--- config.mk ---
export PLATFORM = sky130hd
export DESIGN_NAME = qctl_regfile
export DESIGN_NICKNAME = d
export VERILOG_FILES = /design/src/rtl/qctl_regfile.sv
export SDC_FILE = /design/constraint.sdc
export NUM_CORES = 1
export LEC_CHECK = 0
export BUFFER_PORTS_ARGS = -buffer_cell sky130_fd_sc_hd__buf_2
export CORE_ASPECT_RATIO = 1.2
export CORE_MARGIN = 1
export CORE_UTILIZATION = 48
export DETAILED_ROUTE_END_ITERATION = 8
export HOLD_SLACK_MARGIN = 0.06
export PLACE_DENSITY = 0.69
export SYNTH_ARGS = -nofsm -noshare
export SYNTH_HDL_FRONTEND = slang
export SYNTH_SLANG_ARGS = --single-unit
--- constraint.sdc ---
create_clock -name clk -period 2.65 [get_ports clk]
set_clock_uncertainty 0.15 [all_clocks]
set_input_delay 0.1325 -clock clk [delete_from_list [all_inputs] [get_ports clk]]
set_output_delay 0.1325 -clock clk [all_outputs]
set_load 0.01 [all_outputs]
--- src/rtl/qctl_regfile.sv ---
module qctl_regfile #(
  parameter int NUM_Q   = 4,
  parameter int STRIDE  = 0,
  parameter int RDY_DLY = 4,
  parameter int QDEPTH  = 64,
  parameter logic [31:0] VERSION = 32'h0001_0400,
  localparam int QID_W  = (NUM_Q > 1) ? $clog2(NUM_Q) : 1,
  localparam int CW     = $clog2(RDY_DLY + 1)
) (
  input  logic             clk,
  input  logic             rst_n,
  input  logic             bus_sel,
  input  logic             bus_wr,
  input  logic [12:0]      bus_addr,
  input  logic [31:0]      bus_wdata,
  output logic [31:0]      bus_rdata,
  output logic             bus_rvalid,
  input  logic             dev_fatal,
  input  logic             dev_busy,
  output logic             cfg_en,
  output logic             ctrl_ready,
  output logic [63:0]      asq_base,
  output logic [63:0]      acq_base,
  output logic             db_strobe,
  output logic [QID_W-1:0] db_qid,
  output logic             db_is_cq,
  output logic [31:0]      db_value
);
  localparam logic [31:0] CFG_MASK = 32'h00FF_0001;
  localparam logic [31:0] AQA_MASK = 32'h0FFF_0FFF;
  localparam logic [11:0] UNIT_LSB = 12'((4 << STRIDE) - 1);

  logic [31:0]   cfg_q, aqa_q, rd_mux;
  logic [CW-1:0] cnt_q;
  logic [11:0]   db_off, db_idx, db_q;
  logic          wr, rd, db_hit;

  assign wr     = bus_sel && bus_wr;
  assign rd     = bus_sel && !bus_wr;
  assign cfg_en = cfg_q[0];

  assign db_off = bus_addr[11:0];
  assign db_idx = db_off >> (STRIDE + 2);
  assign db_q   = db_idx >> 1;
  assign db_hit = bus_addr[12] && ((db_off & UNIT_LSB) == 12'd0)
                  && (db_q < 12'(NUM_Q)) && ctrl_ready;

  always_comb begin
    case (bus_addr)
      13'h000: rd_mux = {16'd0, 16'(QDEPTH - 1)};
      13'h004: rd_mux = {28'd0, 4'(STRIDE)};
      13'h008: rd_mux = VERSION;
      13'h014: rd_mux = cfg_q;
      13'h01C: rd_mux = {29'd0, dev_busy, dev_fatal, ctrl_ready};
      13'h024: rd_mux = aqa_q;
      13'h028: rd_mux = asq_base[31:0];
      13'h02C: rd_mux = asq_base[63:32];
      13'h030: rd_mux = acq_base[31:0];
      13'h034: rd_mux = acq_base[63:32];
      default: rd_mux = 32'd0;
    endcase
  end

  always_ff @(posedge clk) begin
    if (!rst_n) begin
      cfg_q      <= '0;
      aqa_q      <= '0;
      asq_base   <= '0;
      acq_base   <= '0;
      bus_rdata  <= '0;
      bus_rvalid <= 1'b0;
      db_strobe  <= 1'b0;
      db_qid     <= '0;
      db_is_cq   <= 1'b0;
      db_value   <= '0;
    end else begin
      bus_rvalid <= rd;
      bus_rdata  <= rd ? rd_mux : 32'd0;
      db_strobe  <= wr && db_hit;
      if (wr && db_hit) begin
        db_qid   <= db_q[QID_W-1:0];
        db_is_cq <= db_idx[0];
        db_value <= bus_wdata;
      end
      if (wr) begin
        case (bus_addr)
          13'h014: cfg_q <= bus_wdata & CFG_MASK;
          13'h024: if (!cfg_en) aqa_q <= bus_wdata & AQA_MASK;
          13'h028: if (!cfg_en) asq_base[31:0]  <= bus_wdata;
          13'h02C: if (!cfg_en) asq_base[63:32] <= bus_wdata;
          13'h030: if (!cfg_en) acq_base[31:0]  <= bus_wdata;
          13'h034: if (!cfg_en) acq_base[63:32] <= bus_wdata;
          default: ;
        endcase
      end
    end
  end

  always_ff @(posedge clk) begin
    if (!rst_n) begin
      cnt_q      <= '0;
      ctrl_ready <= 1'b0;
    end else if (cfg_en == ctrl_ready) begin
      cnt_q <= '0;
    end else if (cnt_q == CW'(RDY_DLY - 1)) begin
      cnt_q      <= '0;
      ctrl_ready <= cfg_en;
    end else begin
      cnt_q <= cnt_q + 1'b1;
    end
  end

  p_ready_rise_r4: assert property (@(posedge clk) disable iff (!rst_n)
    $rose(ctrl_ready) |-> $past(cfg_en));
  p_ready_fall_r4: assert property (@(posedge clk) disable iff (!rst_n)
    $fell(ctrl_ready) |-> !$past(cfg_en));
  p_base_lock_r7: assert property (@(posedge clk) disable iff (!rst_n)
    $past(cfg_en) |-> ($stable(asq_base) && $stable(acq_base) && $stable(aqa_q)));
  p_db_cause_r8: assert property (@(posedge clk) disable iff (!rst_n)
    db_strobe |-> $past(bus_sel && bus_wr && bus_addr[12]));
  p_db_ready_r9: assert property (@(posedge clk) disable iff (!rst_n)
    db_strobe |-> $past(ctrl_ready));
  p_rvalid_r10: assert property (@(posedge clk) disable iff (!rst_n)
    bus_rvalid |-> $past(bus_sel && !bus_wr));
endmodule

# After elaboration in Yosys (flattened, before gate mapping)
# Index checks and enable logic that the tools add are counted.
# word_totals
latchBits	0
n_memories	0
elab_cells	48
mem_bits_ro	0
ff_bits	234
mem_bits_rw	0
# classes
eq_ne	10
order_cmp	1
n_addsub	1
n_mul	0
n_reduce_logical	18
shift	0
div_mod_pow	0
bitwise_logic	3
mux	1
# ops
cell	n
$pmux W32 S9	1
$eq A13 B6 Y1 const B	5
$eq A13 B5 Y1 const B	2
$reduce_and A3 Y1	5
$eq A13 B4 Y1 const B	1
$logic_not A13 Y1	1
$logic_not A12 Y1	1
$lt A9 B3 Y1 const B	1
$logic_and A1 B1 Y1	6
$reduce_and A2 Y1	3
$add A3 B1 Y3 const B	1
$eq A3 B2 Y1 const B	1
$not A1 Y1	3
$reduce_or A3 Y1	1
$eq A1 B1 Y1	1
$logic_not A1 Y1	1

# Logic depth before layout (Yosys ltp)
# Gate-level depths: netlist (run 1).
# depth
depth_word	5
ltp_mapped	9
mapped_depth_nobuf	5

# Worst setup path before layout (run 1)
# No wires, ideal clock.
# synth_timing
path_kind	input-to-reg
from	in bus_addr[5]
to	reg bus_rdata[12]
path_stages	8
arrival_time_ps	1623
required_time_ps	2372
slack_ps	750
path_cell_list	clkbuf_1 and3b_1 clkbuf_1 nor3_1 nor4_1 o31ai_1 clkbuf_1 nor2_1
# synth_between
elab_chain_len	2
word_cells_on_any_way	10
# synth_rtl
item	line_no	source
start: declaration	14	input logic [12:0] bus_addr,
$eq A13 B6 Y1 (tied with other cells)	49	case (bus_addr)
$pmux W32 S9 (*)	49	
end signal: assignment	78	bus_rdata <= rd ? rd_mux : 32'd0;
end: declaration	16	output logic [31:0] bus_rdata,
# Mark *: on every way between the ends. The rest lies on a longest branch, timed or not.
# A chain may end at the register's enable or synchronous reset.

# Final worst setup path (run 1)
# layout_timing
from	in bus_addr[1]
to	reg acq_base[41]
# layout_between
elab_chain_len	2
# layout_rtl
item	line_no	source
$eq A13 B6 Y1	86	case (bus_addr)
$reduce_and A3 Y1 (no source line)	--	
end signal: assignment	92	13'h034: if (!cfg_en) acq_base[63:32] <= bus_wdata;
end: declaration	23	output logic [63:0] acq_base,
# No other way between the ends.

==> results of run 1 <==
[state kept, by name, summed over array words and instances (netlist names), 2 cells and up]
signal	flops
cnt_q	3
bus_rdata	32
aqa_q	24
asq_base	64
db_qid	2
db_value	32
cfg_q	9
acq_base	64
[cells in the final DEF (no fill, tap or decap), types with 22 or more instances in the layout]
cell / synthesis / layout
dfxtp_1: 234 / 234
a22oi_1: 23 / 23
dlygate4sd3_1: 0 / 42
a21boi_1: 162 / 162
nor2_1: 27 / 26
nand3_1: 33 / 33
nor3_1: 22 / 22
buf_4: 3 / 49
clkbuf_16: 0 / 23
a21boi_0: 25 / 25
nand2_1: 407 / 407
buf_2: 22 / 248
[what timing repair did]
item / CTS / global route
hold buffers: 42 / 0
endpoints found under the hold margin: 204 / 0
buffers inserted: 0 / 0
[power by group]
part / total, W / internal (W) / switching (W)
sequential: 0.00352 / 0.00352 / 0.000000306
combinational: 0.000343 / 0.000140 / 0.000203
clock: 0.00337 / 0.00200 / 0.00137
[critical path, cell delays in order]
cell and delay (ns):
dlygate4sd3_1 0.55, buf_2 0.16, or4_1 0.62, nor4_4 0.49
and2_2 0.23, buf_4 0.28, nand2_1 0.09, a21boi_1 0.15
[metal layers]
layer	vias to the layer above	track usage [%]	wire length, µm	share of wire (%)
li1	4596	-	-	-
met1	4695	40.2	14000	40
met2	483	57.1	17200	49
met3	110	4.65	2690	7.6
met4	0	14.6	1370	3.9
met5	-	0	0	0
[metrics by stage]
stage                     hold WS [ns]  power (W)  instance area [µm²]
after floorplan                 0.0654    0.00373                 9810
after detailed placement         0.232    0.00388                11400
after CTS                       0.0671    0.00725                12600
after global routing             0.134    0.00741                12600
after global placement           0.235    0.00388                11400
final                           0.0776    0.00723                12600
[cells by family (layout without fill, tap and decap cells)]
| group | after synthesis | in the layout | synth area share (%) |
|---|---|---|---|
| AND/OR/NAND/NOR | 550 | 550 | 24.2 |
| AO/OA/AOI/OAI | 290 | 290 | 21.8 |
| flip-flops | 234 | 234 | 47.8 |
| buffers and inverters | 100 | 385 | 4.22 |
| multiplexers | 17 | 17 | 1.76 |
| adder cells (fa/ha/maj) | 2 | 2 | 0.255 |
| XOR/XNOR | 1 | 1 | 0.0893 |
[worst min path at each step]
stage / endpoint / slack (ns) / cells past startpoint
floorplan: bus_rvalid / 0.07 / 1
global placement: bus_rvalid / 0.24 / 2
detailed placement: bus_rvalid / 0.23 / 2
CTS: bus_rdata[26] / 0.07 / 5
global route: bus_rdata[26] / 0.13 / 5
finish: bus_rdata[0] / 0.08 / 5
[cell type report]
class / instances / area share (%)
Multi-Input combinational cell: 860 / 37.6
Sequential cell: 234 / 37.1
Timing Repair Buffer: 342 / 16.5
Clock buffer: 34 / 5.20
Tap cell: 261 / 2.59
Clock inverter: 6 / 0.832
Inverter: 3 / 0.0892
==> results.ini, run 1 <==
[run_status]
status=completed

[finish]
fin_util_pct=63.9
stdcell_count=1740
nets=1517
multi_input_area_mm2=0.00475
area_delta_synth_final_pct=28.7
seqCellArea_mm2=0.00468
drive_gt1_share_pct=23.9
n_fill_cell=1778
antenna_cells=0

[yosys]
synthTopCellsByCount=407 x nand2_1, 234 x dfxtp_1, 162 x a21boi_1, 71 x clkbuf_1, 33 x nand3_1
synth_warnings=0
synthTopCellsByArea=dfxtp_1 48%, nand2_1 16%, a21boi_1 12%
ys_seq_elements=234
mappedNetlistNets=1247
syn-cell-area_mm2=0.00981
seq_area_frac_synth_pct=47.8
synth_top_flop_cell=dfxtp_1
synth_top_area_cell=dfxtp_1
synthDistinctLibCells=49
syn_area_per_cell_um2=8.22
yosysTopAreaCellShare_pct=47.8
syn_inst=1194
synth_most_common_cell=nand2_1
synth_edf_count=0
synth_async_sr_flop_share_pct=0

[placed_design]
place_ws_ns=0.279
dp_hpwl_mm=23.1
place.gp.congestion=0.900
dp.cells=1658
io_buffers=249

[grt]
grt_pass1_wl_mm=52.9
grtUsageTotal_pct=32.7
grt_pass1_vias=9351
grt_max_degree=101
grt.overflow.total=0
antenna_found_initial=0

[pwr]
powerDensity_mw_per_mm2=572
ir_worst_vdd_v=0.000401
total_leakage_power_nw=4.96

[job]
cap_violations=0

[drt]
drt-vias-per-instance=5.68
ant_nets=0
drc=0
firstDrtPassIters=5
drtIter0Drc=737
vias=9884
routed_wl_mm=35.2
routedWlPerCell_um=20.2

[critical_path]
crit_arrival_ns=2.71
rr_worst_depth=5
end_kind=flop
cp-startpoint=bus_addr[1]
r2r_end=db_value[26]
worstSetupStartpointType=primary input
endpoint=acq_base[41]
setup.worst_path.class=primary input to flop
timing.rr.start=ctrl_ready
r2r_setup_slack_ns=0.77
worstPathMaxFanout=17
crit_required_ns=2.95

[timing]
tightest_slew_ns=0.861
hold_viol=0
fin_crit_ns=2.41
rsz0062_at_grt=false
relSlewSlack_pct=42.5
period_share_pct=90.9
layout_setup_ws_ns=0.240
fin_setup_tns_ns=0
clock.fmax_mhz=415
slew_violations=0
finalSetupViolCount=0

[clock_tree]
ctsRootBufferMaster=clkbuf_16
clk_path_buf_depth=3
cts_resized=0
clk_pin_slew_ns=0.07
cts_buffers=23
clock_latency_ns=0.52
cts_tree=built
cts.sinks=234
htree_levels=1

[die]
initial_core_util_pct=49.6
ios=250
die_y_um=159
die_x_um=133
core-area_mm2=0.0198
die_area_mm2=0.0210
rows=56

[hold_path]
hold_class=primary input to flop
hold_path_startpoint=bus_addr[10]

No activity file was read; power rests on OpenSTA's default activity.
==> run 2: changes to the inputs <==
ABC_AREA = 1   (was default)
==> run 2 against run 1 <==
Compared with the run above:
- sequential cell count is the same
- sequential share of layout area grew 0.72 points
- die area shrank 0.71%
- critical path depth shrank 2
- clock-buffer cell count grew 1
- clock power grew 4%
- combinational power shrank 15%
- sequential power is essentially flat
- wire length shrank 13%
- area after synthesis shrank 0.71%
- design area shrank 1.9%
- non-clock buffer count shrank 24
- critical endpoint is now db_qid[1]
- largest cell class is now flip-flops and latches
==> results.ini, run 2 <==
[die]
core-area_mm2=0.0197  ; -0.35%
rows=56  ; unchanged
initial_core_util_pct=49.5  ; -0.18 points
die_y_um=158  ; -0.35%
die_x_um=132  ; -0.35%
die_area_mm2=0.0209  ; -0.71%
ios=250  ; unchanged

[clock_tree]
cts_tree=built
cts_buffers=24  ; +4.3%
htree_levels=1  ; unchanged
cts_resized=0  ; unchanged
clk_path_buf_depth=3  ; unchanged
clock_latency_ns=0.51  ; about the same
cts_setup_buffers=0  ; unchanged
ctsRootBufferMaster=clkbuf_16
holdBufCountCts=44  ; +4.8%
cts.sinks=234  ; unchanged
clk_pin_slew_ns=0.06  ; about the same

[timing]
clock.fmax_mhz=459  ; +11%
relSlewSlack_pct=52.1  ; +9.6 points
period_share_pct=82.2  ; -8.7 points
fin_crit_ns=2.18  ; -0.232 ns
whs_ns=0.113  ; +0.0355 ns
fin_setup_tns_ns=0  ; unchanged
hold_viol=0  ; unchanged
finalSetupViolCount=0  ; unchanged
layout_setup_ws_ns=0.472  ; +0.232 ns
tightest_slew_ns=0.717  ; -0.143 ns
slew_violations=0  ; unchanged
rsz0062_at_grt=false

[pwr]
powerDensity_mw_per_mm2=591  ; +3.2%
p_sw_share_pct=21.6  ; -0.11 points
p_clk_share_pct=48.0  ; +1.4 points
ir_worst_vdd_v=0.000493  ; +23%
power_frac_comb_pct=4.0  ; -0.7 points
p_switching_w=0.00158  ; +0.72%
power_w=0.00732  ; +1.2%
internal_power_w=0.00574  ; +1.4%
total_leakage_power_nw=5.42  ; +9.3%
seq_power_share_pct=48.1  ; -0.6 points

[yosys]
ys_seq_elements=234  ; unchanged
synth_edf_count=0  ; unchanged
synth_top_area_cell=dfxtp_1
synth_warnings=0  ; unchanged
synth_async_sr_flop_share_pct=0  ; unchanged
synthTopCellsByArea=dfxtp_1 48%, o21ai_0 9.7%, a21oi_1 8.4%
yosysTopAreaCellShare_pct=48.1  ; +0.34 points
synth_top_flop_cell=dfxtp_1
syn-cell-area_mm2=0.00974  ; -0.71%
synthTopCellsByCount=234 x dfxtp_1, 199 x inv_1, 189 x o21ai_0, 163 x a21oi_1, 126 x nor2_1
mappedNetlistNets=1355  ; +8.7%
synthDistinctLibCells=27  ; -45%
synth_most_common_cell=dfxtp_1
syn_area_per_cell_um2=7.48  ; -8.9%
seq_area_frac_synth_pct=48.1  ; +0.34 points
syn_inst=1302  ; +9.0%

[drt]
routedWlPerCell_um=16.5  ; -18%
drt-vias-per-instance=5.12  ; -9.8%
firstDrtPassIters=5  ; unchanged
drtIter0Drc=655  ; -11%
ant_nets=0  ; unchanged
routed_wl_mm=30.5  ; -13%
drc=0  ; unchanged
vias=9452  ; -4.4%

[critical_path]
cp_cell_sequence=nand3_1 -> nor3_2 -> buf_4 -> nor2_1 -> a211oi_1 -> dlygate4sd3_1
cp-startpoint=ctrl_ready
worstSetupStartpointType=flop
end_kind=flop
slowest_delay_ns=0.58  ; -0.04 ns
crit_required_ns=2.95  ; about the same
timing.rr.start=ctrl_ready
crit_arrival_ns=2.48  ; -0.23 ns
slowest_stage=dlygate4sd3_1
setup.worst_path.class=flop to flop
worstPathMaxFanout=38  ; +21

[finish]
antenna_cells=0  ; unchanged
top_regs=acq_base: 64 flops, asq_base: 64 flops
drive_gt1_share_pct=23.5  ; -0.39 points
nets=1619  ; +6.7%
final_common_cell=buf_2
area_delta_synth_final_pct=27.2
layout_common_cells=248 x buf_2, 234 x dfxtp_1, 199 x inv_1
fin_util_pct=62.9  ; -0.99 points

[grt]
grt_max_degree=131  ; +30%
grt_pass1_vias=8711  ; -6.8%
grt.overflow.total=0  ; unchanged
grtUsageTotal_pct=28.6  ; -4.1 points
grt_pass1_wl_mm=47.0  ; -11%
antenna_found_initial=0  ; unchanged

[hold_path]
hold_class=primary input to flop
hold_path_startpoint=bus_addr[12]

[placed_design]
place.gp.congestion=0.844  ; -6.3%
place_ws_ns=0.488  ; +0.208 ns
dp_hpwl_mm=20.0  ; -13%
io_buffers=249  ; unchanged

[run_status]
status=completed

[job]
cap_violations=0  ; unchanged

-- run 2: cell types whose count changed after synthesis, moves of 29 or more --
cell	previous run	this run
a21boi_1	162	0
a21oi_1	20	163
inv_1	3	199
nand2_1	407	119
nand3_1	33	66
nor2_1	27	126
nor2_2	1	30
o21ai_0	6	189
o21ai_1	0	30
-- run 2: logic make-up (layout without fill, tap and decap cells) --
| kind of cell | count (synthesis) | in the layout | synth area share, % |
|---|---|---|---|
| AOI/OAI and AO/OA | 394 | 394 | 20.5 |
| buffers and inverters | 286 | 568 | 12.4 |
| adders and majority gates | 2 | 2 | 0.257 |
| DFF | 234 | 234 | 48.1 |
| and+or+nand+nor | 386 | 386 | 18.8 |
-- run 2: cell type report --
| class | count | area (µm²) |
|---|---|---|
| Clock inverter | 9 | 100 |
| Multi-Input combinational cell | 782 | 3850 |
| Timing Repair Buffer | 318 | 1910 |
| Inverter | 206 | 774 |
| Tap cell | 261 | 327 |
| Fill cell | 1785 | 7300 |
| Clock buffer | 35 | 733 |
| Sequential cell | 234 | 4680 |
-- run 2: path summary, 6_finish.rpt --
| path | cells past startpoint | slack, ns | endpoint |
|---|---|---|---|
| hold reg to reg | 1 | 0.28 | cnt_q[0] |
| setup / recovery | 6 | 0.47 | db_qid[1] |
| setup reg to reg | 6 | 0.47 | db_qid[1] |
| hold / removal | 8 | 0.11 | bus_rdata[0] |
-- run 2: power by group through the flow --
stage | Sequential (W) | Clock [W] | Combinational (W)
after floorplan | 0.00360 | 0 | 0.000122
after global placement | 0.00360 | 0 | 0.000237
after detailed placement | 0.00360 | 0 | 0.000240
after CTS | 0.00352 | 0.00355 | 0.000286
after global routing | 0.00352 | 0.00371 | 0.000317
final | 0.00352 | 0.00351 | 0.000291
-- run 2: per-layer routing --
| layer | up-vias | part of all wire [%] | GRT usage [%] |
|---|---|---|---|
| met2 | 367 | 49 | 50.5 |
| met1 | 4296 | 42 | 36.0 |
| met5 | - | 0 | 0 |
| met3 | 51 | 6.4 | 4.35 |
| met4 | 0 | 2.3 | 8.75 |
| li1 | 4738 | - | - |
-- run 2: worst max-delay path: cells and delay by family, from the launching register on --
kind	cells	cell delay, ns
compound gates	1	0.18
buf+inv	2	0.98
flops	1	0.42
simple gates	3	0.39
-- run 2: per-stage QoR --
step                cell area (µm²)  std cells
floorplan                      9740       1302
global placement              11100       1757
detailed placement            11100       1757
CTS                           12400       1845
global route                  12400       1845
finish                        12400       1845
==> run 3: changes to the inputs <==
clock period = 2.1 ns   (was 2.65 ns; I/O delays follow)
==> run 3 against run 2 <==
Compared with the run above:
- register-to-register slack got worse by 0.31 ns
- sequential cell count did not move
- die area did not move
- largest cell class unchanged
- critical endpoint is now bus_rdata[17]
- hold slack improved by 0.019 ns
==> results.ini, run 3 (synthesis results as in run 2) <==
[run_status]
status=completed

[grt]
grt.overflow.total=0  ; unchanged
antenna_found_initial=0  ; unchanged
gr-usage-met1_pct=34.7  ; -1.3 points
use_met2_pct=51.1  ; +0.63 points
grtUsageMet3_pct=4.51  ; +0.16 points
grtUsageTotal_pct=28.8  ; +0.16 points
grt_pass1_wl_mm=47.0  ; about the same
grt_pass1_vias=8772  ; +0.70%
busiest_layer=met2
grt_max_degree=114  ; -13%

[pwr]
internal_power_w=0.00709  ; +24%
seq_power_share_pct=49.0  ; +0.9 points
p_switching_w=0.00198  ; +25%
total_leakage_power_nw=5.48  ; +0.99%
p_clk_share_pct=46.9  ; -1.1 points
p_sw_share_pct=21.8  ; +0.22 points
powerDensity_mw_per_mm2=726  ; +23%
ir_worst_vdd_v=0.000577  ; +17%
power_frac_comb_pct=4.2  ; +0.2 points
power_w=0.00907  ; +24%

[critical_path]
end_kind=flop
worstPathMaxFanout=22  ; -42%
crit_arrival_ns=2.20  ; -0.28 ns
worstSetupStartpointType=primary input
setup.worst_path.class=primary input to flop
crit_required_ns=2.33  ; -0.62 ns

[placed_design]
dp.cells=1769  ; +0.68%
place.gp.congestion=0.869  ; +3.0%
io_buffers=249  ; unchanged
dp_hpwl_mm=20.3  ; +1.7%
place_ws_ns=0.195  ; -0.293 ns

[clock_tree]
cts_buffers=24  ; unchanged
clk_pin_slew_ns=0.06  ; about the same
cts_tree=built
ctsRootBufferMaster=clkbuf_16
clock_latency_ns=0.52  ; about the same
clk_path_buf_depth=3  ; unchanged
cts.sinks=234  ; unchanged
cts_setup_buffers=0  ; unchanged
htree_levels=1  ; unchanged

[drt]
routedWlPerCell_um=16.5  ; -0.17%
vias=9530  ; +0.83%
firstDrtPassIters=5  ; unchanged
drt-vias-per-instance=5.13  ; +0.12%
drtIter0Drc=692  ; +5.6%
routed_wl_mm=30.7  ; +0.53%
ant_nets=0  ; unchanged
drc=0  ; unchanged

[finish]
antenna_cells=0  ; unchanged
final_common_cell=buf_2
layout_common_cells=248 x buf_2, 233 x dfxtp_1, 199 x inv_1
area_delta_synth_final_pct=28.2
drive_gt1_share_pct=23.9  ; +0.37 points
top_regs=acq_base: 64 flops, asq_base: 64 flops
stdcell_count=1858  ; +0.70%
n_fill_cell=1752  ; -1.8%
nets=1634  ; +0.93%

[die]
initial_core_util_pct=49.5  ; unchanged
core-area_mm2=0.0197  ; unchanged
die_x_um=132  ; unchanged
ios=250  ; unchanged
die_y_um=158  ; unchanged
rows=56  ; unchanged
die_area_mm2=0.0209  ; unchanged

[timing]
hold_viol=0  ; unchanged
whs_ns=0.132  ; +0.0189 ns
tightest_slew_ns=0.494  ; -0.223 ns
relSlewSlack_pct=67.0  ; +15 points
finalSetupViolCount=0  ; unchanged
slew_violations=0  ; unchanged
fin_setup_tns_ns=0  ; unchanged
layout_setup_ws_ns=0.138  ; -0.334 ns
clock.fmax_mhz=510
period_share_pct=93.4
fin_crit_ns=1.96
rsz0062_at_grt=false

[hold_path]
hold_class=primary input to flop

[job]
cap_violations=0  ; unchanged

-- run 3: cell types whose count changed in the layout (fill, tap and decap cells not counted), moves of 2 or more --
cell           before  now
buf_12              3    5
buf_4              23   33
clkbuf_1            3    5
clkinvlp_4          2    0
dlygate4sd3_1      44   47
-- run 3: worst max-delay path: stages --
cell and delay (ns):
dlygate4sd3_1 0.54, buf_4 0.20, nand2_1 0.09, nor2_1 0.04, dlygate4sd3_1 0.63, nand2_2 0.12
buf_4 0.36, nor2_1 0.10
-- run 3: final cells by class --
class	count	area (µm²)	share of cell area [%]
multi-input cells	782	3850	30.9
inverters	206	774	6.20
clock inverters	6	58.8	0.471
flip-flops and latches	234	4690	37.5
repair buffers	333	2060	16.5
clock buffers	36	727	5.82
well taps	261	327	2.62
-- run 3: repair_timing --
action / in CTS / in global routing
gates resized for setup: 0 / 1
endpoints found under the hold margin: 212 / 0
hold buffers: 47 / 0
endpoints found under the setup margin: 0 / 2
-- run 3: routing by layer --
metal  vias up  wire length [µm]
li1       4771                 -
met1      4334             12700
met2       362             14900
met3        63              2000
met4         0              1050
met5         -                 0
-- run 3: power groups by stage --
stage               Clock [W]  Sequential [W]  Combinational [W]
global route          0.00449         0.00444           0.000414
CTS                   0.00430         0.00444           0.000373
global placement            0         0.00454           0.000306
detailed placement          0         0.00454           0.000309
floorplan                   0         0.00454           0.000154
finish                0.00425         0.00444           0.000380
-- run 3: through the flow --
step,area [µm²],util [%]
global placement,11200,57.0
detailed placement,11200,57.0
global route,12500,63.4
CTS,12500,63.4
finish,12500,63.4
floorplan,9740,-
-- run 3: worst paths after layout --
kind	from	endpoint	slack [ns]	cells after the start
worst min register to register	cnt_q[0]	cnt_q[0]	0.29	1
worst max register to register	ctrl_ready	db_value[22]	0.16	7
worst min-delay path	bus_addr[10]	db_strobe	0.13	7
worst max-delay path	rst_n	bus_rdata[17]	0.14	8
